File: src/rtl/scl_tg_pkg.sv
package scl_tg_pkg;

   typedef enum logic [2:0] {
      PH_IDLE,
      PH_STHI,
      PH_PARK,
      PH_LOW,
      PH_BITHI,
      PH_RSHI,
      PH_STPHI
   } ph_t;

   typedef enum logic [1:0] {
      OP_START = 2'd0,
      OP_BIT   = 2'd1,
      OP_STOP  = 2'd2,
      OP_NONE  = 2'd3
   } op_t;

endpackage

File: src/rtl/scl_tg_cnt.sv
// Phase counter: captures a divisor at phase entry and counts clocks since.
module scl_tg_cnt #(
   parameter int DIVW = 16,
   parameter int CNTW = 20
) (
   input  logic            clk,
   input  logic            rst_n,
   input  logic            load,
   input  logic [DIVW-1:0] dnew,
   output logic [DIVW-1:0] dq,
   output logic [CNTW-1:0] elap
);

   always_ff @(posedge clk or negedge rst_n) begin
      if (!rst_n) begin
         dq   <= '0;
         elap <= '0;
      end else if (load) begin
         dq   <= dnew;
         elap <= '0;
      end else begin
         elap <= elap + 1'b1;
      end
   end

endmodule

File: src/rtl/scl_tg_marks.sv
// Decodes the phase landmarks from the captured divisor and elapsed count.
module scl_tg_marks #(
   parameter int DIVW     = 16,
   parameter int STEP_LOG = 3,
   parameter int CNTW     = 20
) (
   input  logic [DIVW-1:0] dq,
   input  logic [CNTW-1:0] elap,
   output logic            at_mid_m1,
   output logic            at_end,
   output logic            at_end2,
   output logic            at_rs_m1
);

   localparam logic [CNTW-1:0] ONE   = CNTW'(1);
   localparam logic [CNTW-1:0] SEVEN = CNTW'(7);

   logic [CNTW-1:0] base;
   logic [CNTW-1:0] mid_m1, end_m1, end2_m1, rs_m1;

   always_comb begin
      base    = CNTW'(dq) + ONE;
      mid_m1  = (base << (STEP_LOG - 1)) - ONE;
      end_m1  = (base << STEP_LOG) - ONE;
      end2_m1 = (base << (STEP_LOG + 1)) - ONE;
      rs_m1   = ((base * SEVEN) << (STEP_LOG - 3)) - ONE;
   end

   assign at_mid_m1 = (elap == mid_m1);
   assign at_end    = (elap == end_m1);
   assign at_end2   = (elap == end2_m1);
   assign at_rs_m1  = (elap == rs_m1);

endmodule

File: src/rtl/scl_tg.sv
module scl_tg
   import scl_tg_pkg::*;
#(
   parameter int DIVW     = 16,
   parameter int STEP_LOG = 3
) (
   input  logic              clk,
   input  logic              rst_n,
   input  logic [2*DIVW-1:0] div_cfg,
   input  logic              cmd_valid,
   input  logic [1:0]        cmd_kind,
   input  logic              cmd_bit,
   output logic              cmd_ready,
   output logic              scl_oe,
   output logic              sda_oe,
   output logic              sda_chg,
   output logic              sda_smp,
   output logic              bit_done
);

   localparam int CNTW = DIVW + STEP_LOG + 1;

   generate
      if (STEP_LOG < 3 || DIVW < 1) begin : g_bad_cfg
         $error("scl_tg: STEP_LOG must be at least 3 and DIVW at least 1");
      end
   endgenerate

   ph_t             ph, ph_n;
   op_t             lop, lop_n, kind;
   logic            sda_q, sda_n, chg_q, chg_n, smp_q, smp_n;
   logic            lo_new, new_n;
   logic            ld, ld_hi;
   logic [DIVW-1:0] dnew, dq;
   logic [CNTW-1:0] elap;
   logic            at_mid_m1, at_end, at_end2, at_rs_m1;

   assign kind = op_t'(cmd_kind);
   assign dnew = ld_hi ? div_cfg[2*DIVW-1:DIVW] : div_cfg[DIVW-1:0];

   scl_tg_cnt #(.DIVW(DIVW), .CNTW(CNTW)) u_cnt (
      .clk  (clk),
      .rst_n(rst_n),
      .load (ld),
      .dnew (dnew),
      .dq   (dq),
      .elap (elap)
   );

   scl_tg_marks #(.DIVW(DIVW), .STEP_LOG(STEP_LOG), .CNTW(CNTW)) u_marks (
      .dq       (dq),
      .elap     (elap),
      .at_mid_m1(at_mid_m1),
      .at_end   (at_end),
      .at_end2  (at_end2),
      .at_rs_m1 (at_rs_m1)
   );

   always_comb begin
      ph_n  = ph;
      sda_n = sda_q;
      chg_n = 1'b0;
      smp_n = 1'b0;
      ld    = 1'b0;
      ld_hi = 1'b0;
      lop_n = lop;
      new_n = lo_new;
      case (ph)
         PH_IDLE: begin
            if (cmd_valid && kind == OP_START) begin
               ph_n  = PH_STHI;
               ld    = 1'b1;
               ld_hi = 1'b1;
               sda_n = 1'b1;
               chg_n = 1'b1;
            end
         end
         PH_STHI: begin
            if (at_end) ph_n = PH_PARK;
         end
         PH_PARK: begin
            if (cmd_valid && kind != OP_NONE) begin
               ph_n  = PH_LOW;
               ld    = 1'b1;
               lop_n = kind;
               case (kind)
                  OP_START: new_n = 1'b0;
                  OP_STOP:  new_n = 1'b1;
                  default:  new_n = ~cmd_bit;
               endcase
            end
         end
         PH_LOW: begin
            if (at_mid_m1) begin
               sda_n = lo_new;
               chg_n = 1'b1;
            end
            if (at_end) begin
               ld    = 1'b1;
               ld_hi = 1'b1;
               case (lop)
                  OP_START: ph_n = PH_RSHI;
                  OP_STOP:  ph_n = PH_STPHI;
                  default:  ph_n = PH_BITHI;
               endcase
            end
         end
         PH_BITHI: begin
            smp_n = at_mid_m1;
            if (at_end) ph_n = PH_PARK;
         end
         PH_RSHI: begin
            if (at_rs_m1) begin
               sda_n = 1'b1;
               chg_n = 1'b1;
            end
            if (at_end2) ph_n = PH_PARK;
         end
         PH_STPHI: begin
            if (at_end) begin
               ph_n  = PH_IDLE;
               sda_n = 1'b0;
               chg_n = 1'b1;
            end
         end
         default: ph_n = PH_IDLE;
      endcase
   end

   always_ff @(posedge clk or negedge rst_n) begin
      if (!rst_n) begin
         ph     <= PH_IDLE;
         lop    <= OP_NONE;
         sda_q  <= 1'b0;
         chg_q  <= 1'b0;
         smp_q  <= 1'b0;
         lo_new <= 1'b0;
      end else begin
         ph     <= ph_n;
         lop    <= lop_n;
         sda_q  <= sda_n;
         chg_q  <= chg_n;
         smp_q  <= smp_n;
         lo_new <= new_n;
      end
   end

   assign cmd_ready = (ph == PH_IDLE) || (ph == PH_PARK);
   assign scl_oe    = (ph == PH_PARK) || (ph == PH_LOW);
   assign sda_oe    = sda_q;
   assign sda_chg   = chg_q;
   assign sda_smp   = smp_q;
   assign bit_done  = (ph == PH_BITHI) && at_end;

endmodule

File: config.mk
export PLATFORM = sky130hd
export DESIGN_NAME = scl_tg
export DESIGN_NICKNAME = d
export VERILOG_FILES = /design/src/rtl/scl_tg_pkg.sv /design/src/rtl/scl_tg_cnt.sv /design/src/rtl/scl_tg_marks.sv /design/src/rtl/scl_tg.sv
export SDC_FILE = /design/constraint.sdc
export NUM_CORES = 1
export LEC_CHECK = 0
export BUFFER_PORTS_ARGS = -buffer_cell sky130_fd_sc_hd__buf_2
export CORE_UTILIZATION = 40
export DETAILED_ROUTE_END_ITERATION = 12
export HOLD_SLACK_MARGIN = 0.05
export PLACE_DENSITY_LB_ADDON = 0.08
export RECOVER_POWER = 25
export SYNTH_ARGS = -nofsm -noshare
export SYNTH_HDL_FRONTEND = slang
export SYNTH_HIERARCHICAL = 1
export SYNTH_SLANG_ARGS = --single-unit
File: constraint.sdc
create_clock -name clk -period 8.8 [get_ports clk]
set_clock_uncertainty 0.1 [all_clocks]
set_input_delay 0.88 -clock clk [delete_from_list [all_inputs] [get_ports clk]]
set_output_delay 0.88 -clock clk [all_outputs]
set_load 0.1 [all_outputs]
== Word-level counts from Yosys, hierarchy flattened ==
Cells that the tools add are included.

* Flip-flop bits (word level): 45
* Latch bits: 0
* Memory bits (writable): 0
* ROM bits: 0
* Input bits: 38
* Output and inout port bits: 6
* Word-level logic and storage cells: 75
* Memories kept: 0

* Add/sub/neg operators: 6
* Multiply operators: 1
* Divide/modulo/power cells: 0
* $lt $le $gt $ge: 0
* Equality and inequality tests: 21
* Shifts and indexed selects: 0
* Multiplexer cells: 25
* Bitwise operators: 1
* Reductions and logical operators: 13

{| class="wikitable"
|+ Operators with widths
! operator !! count
|-
| $eq A20 B20 Y1 || 4
|-
| $sub A20 B1 Y20 const B || 4
|-
| $add A20 B1 Y20 const B || 1
|-
| $mul A20 B3 Y20 const B || 1
|-
| $mux W20 || 1
|-
| $mux W3 || 6
|-
| $pmux W3 S6 || 1
|-
| $add A16 B1 Y17 const B || 1
|-
| $mux W16 || 1
|-
| $ne A2 B2 Y1 const B || 8
|-
| $mux W1 || 10
|-
| $eq A3 B3 Y1 const B || 3
|-
| $pmux W1 S4 || 2
|-
| $eq A3 B2 Y1 const B || 2
|-
| $reduce_and A6 Y1 || 1
|-
| $reduce_and A5 Y1 || 1
|-
| $eq A2 B2 Y1 const B || 2
|-
| $logic_not A2 Y1 || 2
|-
| $pmux W1 S2 || 2
|-
| $pmux W2 S2 || 1
|-
| $reduce_bool A4 Y1 || 1
|-
| $eq A3 B1 Y1 const B || 1
|-
| $logic_and A1 B1 Y1 || 3
|-
| $logic_not A3 Y1 || 1
|-
| other kinds (6) || 7
|}

== Logic depth before layout (Yosys ltp) ==
Gate-level depths: netlist (run 1).

* Depth after elaboration: 6
* Mapped depth: 23

== Cells and area by module ==
Netlist (run 1), hierarchy kept.

{| class="wikitable"
|+ Modules (own cells, without submodules)
! module !! times used !! cells an instance !! area each (um2)
|-
| scl_tg_marks || 1 || 454 || 3455.8
|-
| scl_tg_cnt || 1 || 131 || 1549.0
|-
| scl_tg || 1 || 73 || 779.5
|}

== Worst setup path after synthesis (run 1) ==
Ideal clock, no wire load.

* Path type: register to register
* From: register u_cnt.dq[1]
* To: register sda_q (netlist: sda_oe)
* Setup time: 0.128 ns
* Data arrival time: 5.027 ns
* Path slack: 3.545 ns
* Cell stages (with the launch flop): 23
* Buffers on the path: 0
* Path through: dfrtp_1 ha_1 nand2_1 nor4_1 xor2_1 inv_2 ha_1 inv_1 fa_1 ha_1 a21oi_1 o21bai_1 a21oi_1 o22ai_1 nor4_1 nand4_1 nor4_1 nand4_1 a311oi_1 nand2_1 o21ai_0 a211o_1 mux2_1

* Cells in the longest elaborated chain, start to end: 6
* Elaborated cells on any way between the ends: 12

{| class="wikitable"
|+ RTL lines
! what !! RTL line !! source
|-
| from (decl) || scl_tg_cnt.sv:10 || <nowiki>output logic [DIVW-1:0] dq,</nowiki>
|-
| from (signal assigned) || scl_tg_cnt.sv:19 || <nowiki>dq <= dnew;</nowiki>
|-
| $add A16 B1 Y17 || scl_tg_marks.sv:22 || <nowiki>base = CNTW'(dq) + ONE;</nowiki>
|-
| $mul A20 B3 Y20 || scl_tg_marks.sv:26 || <nowiki>rs_m1 = ((base * SEVEN) << (STEP_LOG - 3)) - ONE;</nowiki>
|-
| $sub A20 B1 Y20 || scl_tg_marks.sv:26 ||
|-
| $eq A20 B20 Y1 || scl_tg_marks.sv:32 || <nowiki>assign at_rs_m1 = (elap == rs_m1);</nowiki>
|-
| net at_rs_m1 || scl_tg.sv:36 || <nowiki>logic at_mid_m1, at_end, at_end2, at_rs_m1;</nowiki>
|-
| $ne A2 B2 Y1 (no source line) || -- ||
|-
| $reduce_and A5 Y1 (no source line) || -- ||
|-
| to (signal assigned) || scl_tg.sv:141 || <nowiki>sda_q <= sda_n;</nowiki>
|-
| to (decl) || scl_tg.sv:31 || <nowiki>logic sda_q, sda_n, chg_q, chg_n, smp_q, smp_n;</nowiki>
|}

The timed path passes the listed nets, and every way through them passes these cells.
A chain may end at the register's enable or synchronous reset.

== Worst setup path after layout (run 1) ==
* From: register u_cnt.dq[0]
* To: register sda_q (netlist: sda_oe)

Same word-level chain as after synthesis.

==> results of run 1 <==
## cell usage after synthesis (all sizes together), types with 2 or more instances
cell	number
a311oi	6
nand3b	2
o21a	4
nand4	17
buf	22
xor2	38
o21bai	2
o2111ai	4
o21ai	19
and4	4
a31oi	6
and2	6
nor2	41
nor4	12
nor3b	2
o31ai	7
o311ai	2
ha	30
or4	4
o22ai	2
nor2b	10
a2111oi	2
mux2i	4
nand2	40
dfrtp	43
nor3	21
nand2b	4
a221oi	3
o211ai	6
or3	9
a21o	5
inv	34
and2b	2
clkbuf	14
xnor2	95
and3	17
fa	16
nand3	23
dfstp	2
and4b	2
a21oi	29
mux2	36
## per-layer routing
metal  GRT usage (%)  wire, um  up-vias  part of all wire, %
met5               0         0        -                    0
met4            7.77       452        0                  3.0
met3            1.67       605       22                  4.0
met2            36.7      7220      127                   48
met1            27.8      6830     2308                   45
li1                -         -     2350                    -
## worst register-to-register path, cell delays in order (launching register included)
cell	delay (ps)
dfrtp_1	730
ha_1	400
nand2_1	240
nor4_1	410
xor2_1	590
fa_1	530
ha_1	380
xnor2_1	200
and3_1	220
a2111oi_0	440
o311ai_0	240
nor4_1	390
nand4_1	130
nor4_1	350
nand4_1	130
a311oi_1	500
nand2_1	90
o21ai_0	180
a211o_1	170
mux2_1	310
## worst max-delay path by stage
stage                      from      to  cells after the start
CTS                 u_cnt/dq[0]  sda_oe                     22
floorplan           u_cnt/dq[1]  sda_oe                     22
global placement    u_cnt/dq[0]  sda_oe                     22
finish              u_cnt/dq[0]  sda_oe                     19
detailed placement  u_cnt/dq[0]  sda_oe                     22
global route        u_cnt/dq[0]  sda_oe                     22
## flip-flops by register name (all words and copies together), names as in the netlist
signal and flops:
ph 3, sda_oe 1, sda_chg 1, u_cnt/dq 16
lop 2, lo_new 1, sda_smp 1, u_cnt/elap 20
## layout by cell type, fill, tap and decap left out, types with 7 or more instances in the layout
cell | synthesis | routed
nand4_1 | 15 | 15
xnor2_1 | 93 | 93
nor2_1 | 40 | 40
o21ai_0 | 19 | 19
o31ai_1 | 7 | 7
ha_1 | 30 | 30
and3_1 | 16 | 16
nand2_1 | 39 | 39
nor4_1 | 10 | 10
fa_1 | 16 | 16
nor2b_1 | 10 | 10
a21oi_1 | 28 | 28
dfrtp_1 | 43 | 43
inv_1 | 33 | 33
mux2_2 | 26 | 26
or3_1 | 9 | 9
nand3_1 | 22 | 22
xor2_1 | 36 | 36
buf_2 | 10 | 42
mux2_4 | 9 | 9
nor3_1 | 21 | 21
## layout make-up
cell class                      instances  area (um2)
Sequential cell                        45        1130
Tap cell                              180         225
Multi-Input combinational cell        543        4330
Timing Repair Buffer                   46         236
Clock inverter                          3        65.1
Clock buffer                            5         125
Inverter                               34         128
Fill cell                            1420        7750
## through the flow
step	hold WS, ps	worst slack, ps	util (%)	area (um2)	total power (W)
after global routing	423	1420	44.6	6240	0.00188
final	395	1960	44.6	6240	0.00173
after floorplan	365	3550	-	5780	0.00122
after detailed placement	390	2090	43.3	6050	0.00148
after CTS	399	2040	44.6	6240	0.00174
after global placement	381	2270	43.3	6050	0.00147
## power groups by stage
| stage | sequential (W) | clock, W | combinational (W) |
|---|---|---|---|
| 5_1_grt | 0.000331 | 0.000256 | 0.00129 |
| 4_1_cts | 0.000322 | 0.000249 | 0.00117 |
| 3_5_place_dp | 0.000326 | 0 | 0.00116 |
| 3_3_place_gp | 0.000324 | 0 | 0.00114 |
| 2_1_floorplan | 0.000278 | 0 | 0.000938 |
| 6_report | 0.000324 | 0.000245 | 0.00116 |
## cells by family (layout without fill, tap and decap cells)
logic type	after synthesis	count (layout)	synth area share [%]
fa+ha+maj	47	47	12.2
simple gates	220	220	21.3
flops	45	45	19.5
buf+inv	70	88	5.60
xor+xnor	134	134	21.0
compound gates	102	102	12.0
mux	40	40	8.28
==> impl_metrics.ini, run 1 <==
[run_status]
status = finished with violations
violations = capacitance limit, slew limit

[drt]
dr.pass1.iters = 5
drt-wirelength-per-cell_um = 17.6
vias = 4807
ant_nets = 0
drc_errors = 0
first_iter_violations = 263
via_per_inst = 5.62
wirelength_um = 15100

[hold_path]
min-delay-start = lop[1]
min_to = lop[1]
holdCritPathClass = flop to flop
whs_path_depth = 2

[layout]
nets = 759
area_growth_pct = 7.83
drive_gt1_share_pct = 16.3
n_antenna_cell = 0
fin_cells = 856

[setup_path]
reg2reg_depth = 19
cp_num_buf_inv = 0
crit_top_cell = nor4_1
crit_family = simple AND/OR/NAND/NOR gates
worstSetupPathType = flop to flop
cp-start-kind = flop
slowest_stage = dfrtp_1
arrival_ps = 6920
cp_max_fo = 20
critPathMaxStageDelay_ps = 730
r2r_end = sda_oe
path_cells = ha_1 > nand2_1 > nor4_1 > xor2_1 > fa_1 > ha_1 > xnor2_1 > and3_1 > a2111oi_0 > o311ai_0 > nor4_1 > nand4_1 > nor4_1 > nand4_1 > a311oi_1 > nand2_1 > o21ai_0 > a211o_1 > mux2_1
end_kind = flop
rrSetupSlack_ps = 1960
timing.rr.start = u_cnt/dq[0]
cp.required_ps = 8880

[power_and_ir_drop]
pwr-share-clk_pct = 14.2
power_density_nw_per_um2 = 277
p_int_w = 0.000908
p_comb_share_pct = 67.1
swShare_pct = 47.4
power_leakage_nw = 2.65
p_sw_w = 0.000820
pwr-share-seq_pct = 18.7
ir_drop_v = 0.000131

[logic_synthesis]
ys_ff_latch = 45
synth_cell_types = 74
netlist.area_leader.share_pct = 18.6
syn-cell-area_um2 = 5780
ys.flop_type = dfrtp_1
netlist_instances = 658
synth_largest_area_cell = dfrtp_1
syn-num-nets = 742
ys_seq_area_share_pct = 19.5
synth_edf_count = 0
synth.area.top_cells = dfrtp_1 (19%), xnor2_1 (14%), ha_1 (6.5%)
yosys_warnings = 6
avgSynthCellArea_um2 = 8.79
postSynth.asyncResetShare_pct = 100

[timing]
finalSetupViolCount = 0
rsz0062_at_grt = no
fmax_ghz = 0.146
fin_crit_sh_pct = 77.8
slew_violations = 46
hold_viol_final = 0
setup_tns_ps = 0
fin_crit_ps = 6840
relSlewSlack_pct = -61.1
worstMarginPinSlew_ps = 2420

[cts]
h-tree-depth = 2
post_cts_buffers = 0
clock_path_buffers = 2
hold_buffers = 0
cts_made_buffers = 5
cts_sinks = 45
cts_tree = yes
cts-root-buf = clkbuf_16
cts_resized = 0
path_clk_slew_ps = 70
insertion_delay_ps = 290

[placed_design]
post-place-cells = 848
dp_hpwl_um = 12000
portBuffers = 43
gp_congestion = 0.864

[grt]
grt_max_degree = 46
grt_first_pass_wirelength_um = 24400
grt-ovfl-total = 0
grt_antenna_before_repair = 0
track_usage_pct = 21.3
grt_pass1_vias = 4822

[floorplan]
rows = 43
fp.dieArea_um2 = 14900
fp.dieH_um = 122
core_um2 = 14000
die_w_um = 122
io_pins = 44
start_util_pct = 41.4

[job]
maxCapViolCount = 1
Power figures use the tool's default switching activity.
==> run 2: changes to the inputs <==
==> constraint.sdc (replaced) <==
create_clock -name clk -period 6.7 [get_ports clk]
set_clock_uncertainty 0.1 [all_clocks]
set_input_delay 0.67 -clock clk [delete_from_list [all_inputs] [get_ports clk]]
set_output_delay 0.67 -clock clk [all_outputs]
set_load 0.1 [all_outputs]
==> impl_metrics.ini, run 2 (synthesized netlist as in run 1, its figures left out) <==
[run_status]
status = finished with violations
violations = capacitance limit, slew limit

[timing]
fmax_ghz = 0.162
hold_ws_ps = 400
setup_tns_ps = 0
fin_crit_ps = 6170
slew_violations = 46
finalSetupViolCount = 0
rsz0062_at_grt = no
relSlewSlack_pct = -63.8
worst_slack_ps = 529
worstMarginPinSlew_ps = 2460
fin_crit_sh_pct = 92.1
hold_viol_final = 0

[floorplan]
rows = 43
core_um2 = 14000
io_pins = 44
fp.dieArea_um2 = 14900
fp.dieH_um = 122
start_util_pct = 41.4
die_w_um = 122

[drt]
first_iter_violations = 254
drt-wirelength-per-cell_um = 17.7
ant_nets = 0
vias = 4856
dr.pass1.iters = 4
via_per_inst = 5.64
wirelength_um = 15200
drc_errors = 0

[setup_path]
slowest_stage = dfrtp_1
cp_num_buf_inv = 0
reg2reg_depth = 20
cp-start-kind = flop
crit_family = simple AND/OR/NAND/NOR gates
r2r_end = sda_oe
cp.required_ps = 6780
critPathMaxStageDelay_ps = 580
crit_top_cell = xnor2_1
crit_cells = 20
arrival_ps = 6250
timing.rr.start = u_cnt/dq[3]
worstSetupPathType = flop to flop
cp_max_fo = 13
rrSetupSlack_ps = 530
end_kind = flop
path_cells = and4_1 > nand2_1 > nor3_1 > xnor2_1 > xnor2_1 > fa_1 > ha_1 > xnor2_1 > and3_1 > a2111oi_0 > o311ai_0 > nor4_1 > nand4_1 > nor4_1 > nand4_1 > a311oi_1 > nand2_1 > o21ai_0 > a211o_1 > mux2_1

[power_and_ir_drop]
p_comb_share_pct = 68.6
pwr-share-clk_pct = 12.9
power_density_nw_per_um2 = 361
pwr-share-seq_pct = 18.5
ir_drop_v = 0.000200
p_sw_w = 0.00109
power_leakage_nw = 2.67
swShare_pct = 48.2
p_int_w = 0.00117

[grt]
grt_antenna_before_repair = 0
grt_max_degree = 46
grt-ovfl-total = 0
grt_first_pass_wirelength_um = 25000
grt_pass1_vias = 4844
track_usage_pct = 21.7

[layout]
n_antenna_cell = 0
nFillCells = 1395
multi_input_area_um2 = 4330
largest_register_ffs = 20
area_growth_pct = 8.28
top_regs = u_cnt/elap (20), u_cnt/dq (16), ph (3)
final_common_cell = xnor2_1
final-seq-area_um2 = 1130
drive_gt1_share_pct = 17.0
top_register = u_cnt/elap
nets = 764
final_cell_mix = xnor2_1 (93), dfrtp_1 (43), buf_2 (42)

[placed_design]
dp_hpwl_um = 12100
dp_worst_setup_slack_ps = 495
gp_congestion = 0.855
portBuffers = 43

[hold_path]
min-delay-start = sda_oe
holdCritPathClass = flop to flop
min_to = sda_oe
whs_path_depth = 1

[cts]
clock_path_buffers = 2
cts_resized = 0
path_clk_slew_ps = 70
cts_sinks = 45
cts_made_buffers = 5
insertion_delay_ps = 300
hold_buffers = 0
cts_tree = yes
cts-root-buf = clkbuf_16
h-tree-depth = 2
post_cts_buffers = 0

[job]
maxCapViolCount = 1
run 2: cell count changes in the layout (fill, tap and decap cells not counted), sizes merged:
cell / before / now
buf: 45 / 50
bufinv: 2 / 1
clkbuf: 6 / 7
clkinv: 1 / 0
clkinvlp: 0 / 1
run 2: through the flow:
step	power, W	utilization [%]	std cells	area (um2)
floorplan	0.00160	-	658	5780
global placement	0.00195	43.5	853	6090
detailed placement	0.00196	43.5	853	6090
CTS	0.00227	44.8	861	6260
global route	0.00245	44.8	861	6260
finish	0.00226	44.8	861	6260
run 2: cell type report:
cell class | instances | area share, %
timing repair buffer | 51 | 4.37
inverter | 34 | 2.04
clock buffer | 6 | 2.22
sequential | 45 | 18.0
clock inverter | 2 | 0.599
multi-input combinational | 543 | 69.2
tap | 180 | 3.60
run 2: per-layer routing:
layer | track usage, % | vias up | part of all wire, %
li1 | - | 2348 | -
met1 | 28.5 | 2382 | 45
met2 | 38.0 | 110 | 49
met3 | 1.35 | 16 | 3.0
met4 | 6.86 | 0 | 2.4
met5 | 0 | - | 0
run 2: worst register-to-register path: cells and delay by family, from the launching register on:
kind	cells	cell delay, ps
AOI/OAI and AO/OA	5	1390
and+or+nand+nor	9	2070
DFF	1	580
xor gates and xnor gates	3	800
adders and majority gates	2	830
muxes	1	320
run 2: worst max path at each step:
stage / slack [ps] / start / end
6_report: 530 / u_cnt/dq[3] / sda_oe
5_1_grt: 50 / u_cnt/dq[3] / sda_oe
4_1_cts: 470 / u_cnt/dq[3] / sda_oe
3_5_place_dp: 490 / u_cnt/dq[3] / sda_oe
3_3_place_gp: 670 / u_cnt/dq[3] / sda_oe
2_1_floorplan: 1450 / u_cnt/dq[1] / sda_oe
run 2: power by group through the flow:
| stage | registers (W) | clock network, W | logic [W] |
|---|---|---|---|
| floorplan | 0.000365 | 0 | 0.00123 |
| global placement | 0.000417 | 0 | 0.00154 |
| detailed placement | 0.000420 | 0 | 0.00154 |
| CTS | 0.000414 | 0.000299 | 0.00155 |
| global route | 0.000426 | 0.000306 | 0.00172 |
| finish | 0.000417 | 0.000291 | 0.00155 |
==> run 3: changes to the inputs <==
--- a/config.mk
+++ b/config.mk
@@ -6,11 +6,13 @@
 export NUM_CORES = 1
 export LEC_CHECK = 0
 export BUFFER_PORTS_ARGS = -buffer_cell sky130_fd_sc_hd__buf_2
-export CORE_UTILIZATION = 40
+export CORE_UTILIZATION = 45
+export CTS_CLUSTER_SIZE = 14
 export DETAILED_ROUTE_END_ITERATION = 12
 export HOLD_SLACK_MARGIN = 0.05
 export PLACE_DENSITY_LB_ADDON = 0.08
 export RECOVER_POWER = 25
+export REMOVE_ABC_BUFFERS = 1
 export SYNTH_ARGS = -nofsm -noshare
 export SYNTH_HDL_FRONTEND = slang
 export SYNTH_HIERARCHICAL = 1
==> impl_metrics.ini, run 3 (synthesized netlist as in run 1, its figures left out) <==
[drt]
ant_nets = 0
wirelength_um = 15200
dr.pass1.iters = 5
first_iter_violations = 289
via_per_inst = 5.64
drt-wirelength-per-cell_um = 17.8
drc_errors = 0
vias = 4799

[timing]
slew_violations = 46
setup_tns_ps = 0
worstMarginPinSlew_ps = 2460
hold_ws_ps = 393
fin_crit_sh_pct = 93.0
hold_viol_final = 0
fmax_ghz = 0.160
relSlewSlack_pct = -64.2
finalSetupViolCount = 0
rsz0062_at_grt = no
fin_crit_ps = 6230

[floorplan]
fp.dieArea_um2 = 13300
core_um2 = 12600
die_w_um = 115
fp.dieH_um = 115
rows = 41
io_pins = 44
start_util_pct = 46.0

[power_and_ir_drop]
power_leakage_nw = 2.65
pwr-share-clk_pct = 11.3
pwr-share-seq_pct = 19.0
p_sw_w = 0.00106
p_comb_share_pct = 69.8
ir_drop_v = 0.000186
p_int_w = 0.00112
power_density_nw_per_um2 = 352
swShare_pct = 48.6

[hold_path]
min-delay-start = lop[1]
holdCritPathClass = flop to flop
whs_path_depth = 2
min_to = lop[1]

[cts]
cts-root-buf = clkbuf_16
clock_path_buffers = 2
insertion_delay_ps = 290
post_cts_buffers = 0
path_clk_slew_ps = 60
h-tree-depth = 2
cts_tree = yes
cts_made_buffers = 5
hold_buffers = 0
cts_sinks = 45

[setup_path]
rrSetupSlack_ps = 470
timing.rr.start = u_cnt/dq[0]
reg2reg_depth = 21
r2r_end = sda_oe
end_kind = flop
cp-start-kind = flop
cp.required_ps = 6780
cp_max_fo = 7
arrival_ps = 6310
worstSetupPathType = flop to flop

[layout]
largest_register_ffs = 20
n_antenna_cell = 0
nets = 762
top_register = u_cnt/elap
drive_gt1_share_pct = 17.2
area_growth_pct = 7.57
top_regs = u_cnt/elap (20), u_cnt/dq (16), ph (3)
final_cell_mix = xnor2_1 (91), buf_2 (42), dfrtp_1 (41)
final_common_cell = xnor2_1

[placed_design]
portBuffers = 43
gp_congestion = 0.922
dp_hpwl_um = 12300

[grt]
grt_first_pass_wirelength_um = 24000
grt_antenna_before_repair = 0
grt-ovfl-total = 0
track_usage_pct = 23.8
grt_max_degree = 46
grt_pass1_vias = 4426

[run_status]
status = finished with violations
violations = capacitance limit, slew limit

[job]
maxCapViolCount = 1
==> run 3: cell count changes in the layout (fill, tap and decap cells not counted), sizes merged <==
cell    change
buf         -2
bufinv      -1
clkbuf      +1
==> run 3: power groups by stage <==
stage               Clock (W)  Sequential, W  Combinational (W)
floorplan                   0       0.000388            0.00119
global placement            0       0.000420            0.00151
detailed placement          0       0.000420            0.00151
CTS                  0.000255       0.000415            0.00152
global route         0.000268       0.000426            0.00169
finish               0.000247       0.000415            0.00153
==> run 3: final cells by class <==
cell class	count	area, um2
Timing Repair Buffer	49	259
Tap cell	172	215
Fill cell	1192	6350
Multi-Input combinational cell	543	4350
Sequential cell	45	1130
Clock inverter	1	7.51
Clock buffer	7	133
Inverter	34	128
==> run 3: worst max-delay path: stages (launching register included) <==
cell and delay (ps):
dfrtp_1 350, ha_1 310, and2_1 300, nand2_1 120
nor3_1 310, xnor2_2 260, xnor2_1 200, fa_1 440
ha_1 380, xnor2_1 180, and3_1 240, a2111oi_1 450
o311ai_0 230, nor4_1 470, nand4_1 160, nor4_1 360
nand4_1 160, a311oi_1 360, nand2_1 80, o21ai_0 170
a211o_1 180, mux2_1 320
==> run 3: through the flow <==
step	std cells	utilization, %	instance area, um2	worst slack, ps	total power (W)
global placement	843	48.2	6060	704	0.00193
CTS	851	49.4	6200	258	0.00219
detailed placement	843	48.2	6060	335	0.00193
floorplan	622	-	5590	1130	0.00158
global route	851	49.5	6220	85.1	0.00238
finish	851	49.5	6220	467	0.00219
==> run 3: how the worst max path moves through the flow <==
stage | end | startpoint | slack [ps] | cells after the start
finish | sda_oe | u_cnt/dq[0] | 470 | 21
global route | sda_oe | u_cnt/dq[4] | 90 | 20
CTS | sda_oe | u_cnt/dq[0] | 260 | 21
detailed placement | sda_oe | u_cnt/dq[0] | 340 | 21
global placement | sda_oe | u_cnt/dq[0] | 700 | 20
floorplan | sda_oe | u_cnt/dq[0] | 1130 | 22
==> run 3: timing repair <==
item / CTS / global route
gates resized for setup: 0 / 6
hold endpoints to repair: 0 / 0
endpoints found under the setup margin: 0 / 1
==> run 3: layer usage <==
metal / vias up / part of all wire, % / global-route usage (%) / routed length [um]
met5: - / 0 / 0 / 0
met4: 0 / 1.6 / 7.62 / 250
met3: 14 / 3.5 / 2.85 / 533
met2: 135 / 49 / 40.8 / 7460
met1: 2294 / 46 / 31.2 / 6930
li1: 2356 / - / - / -
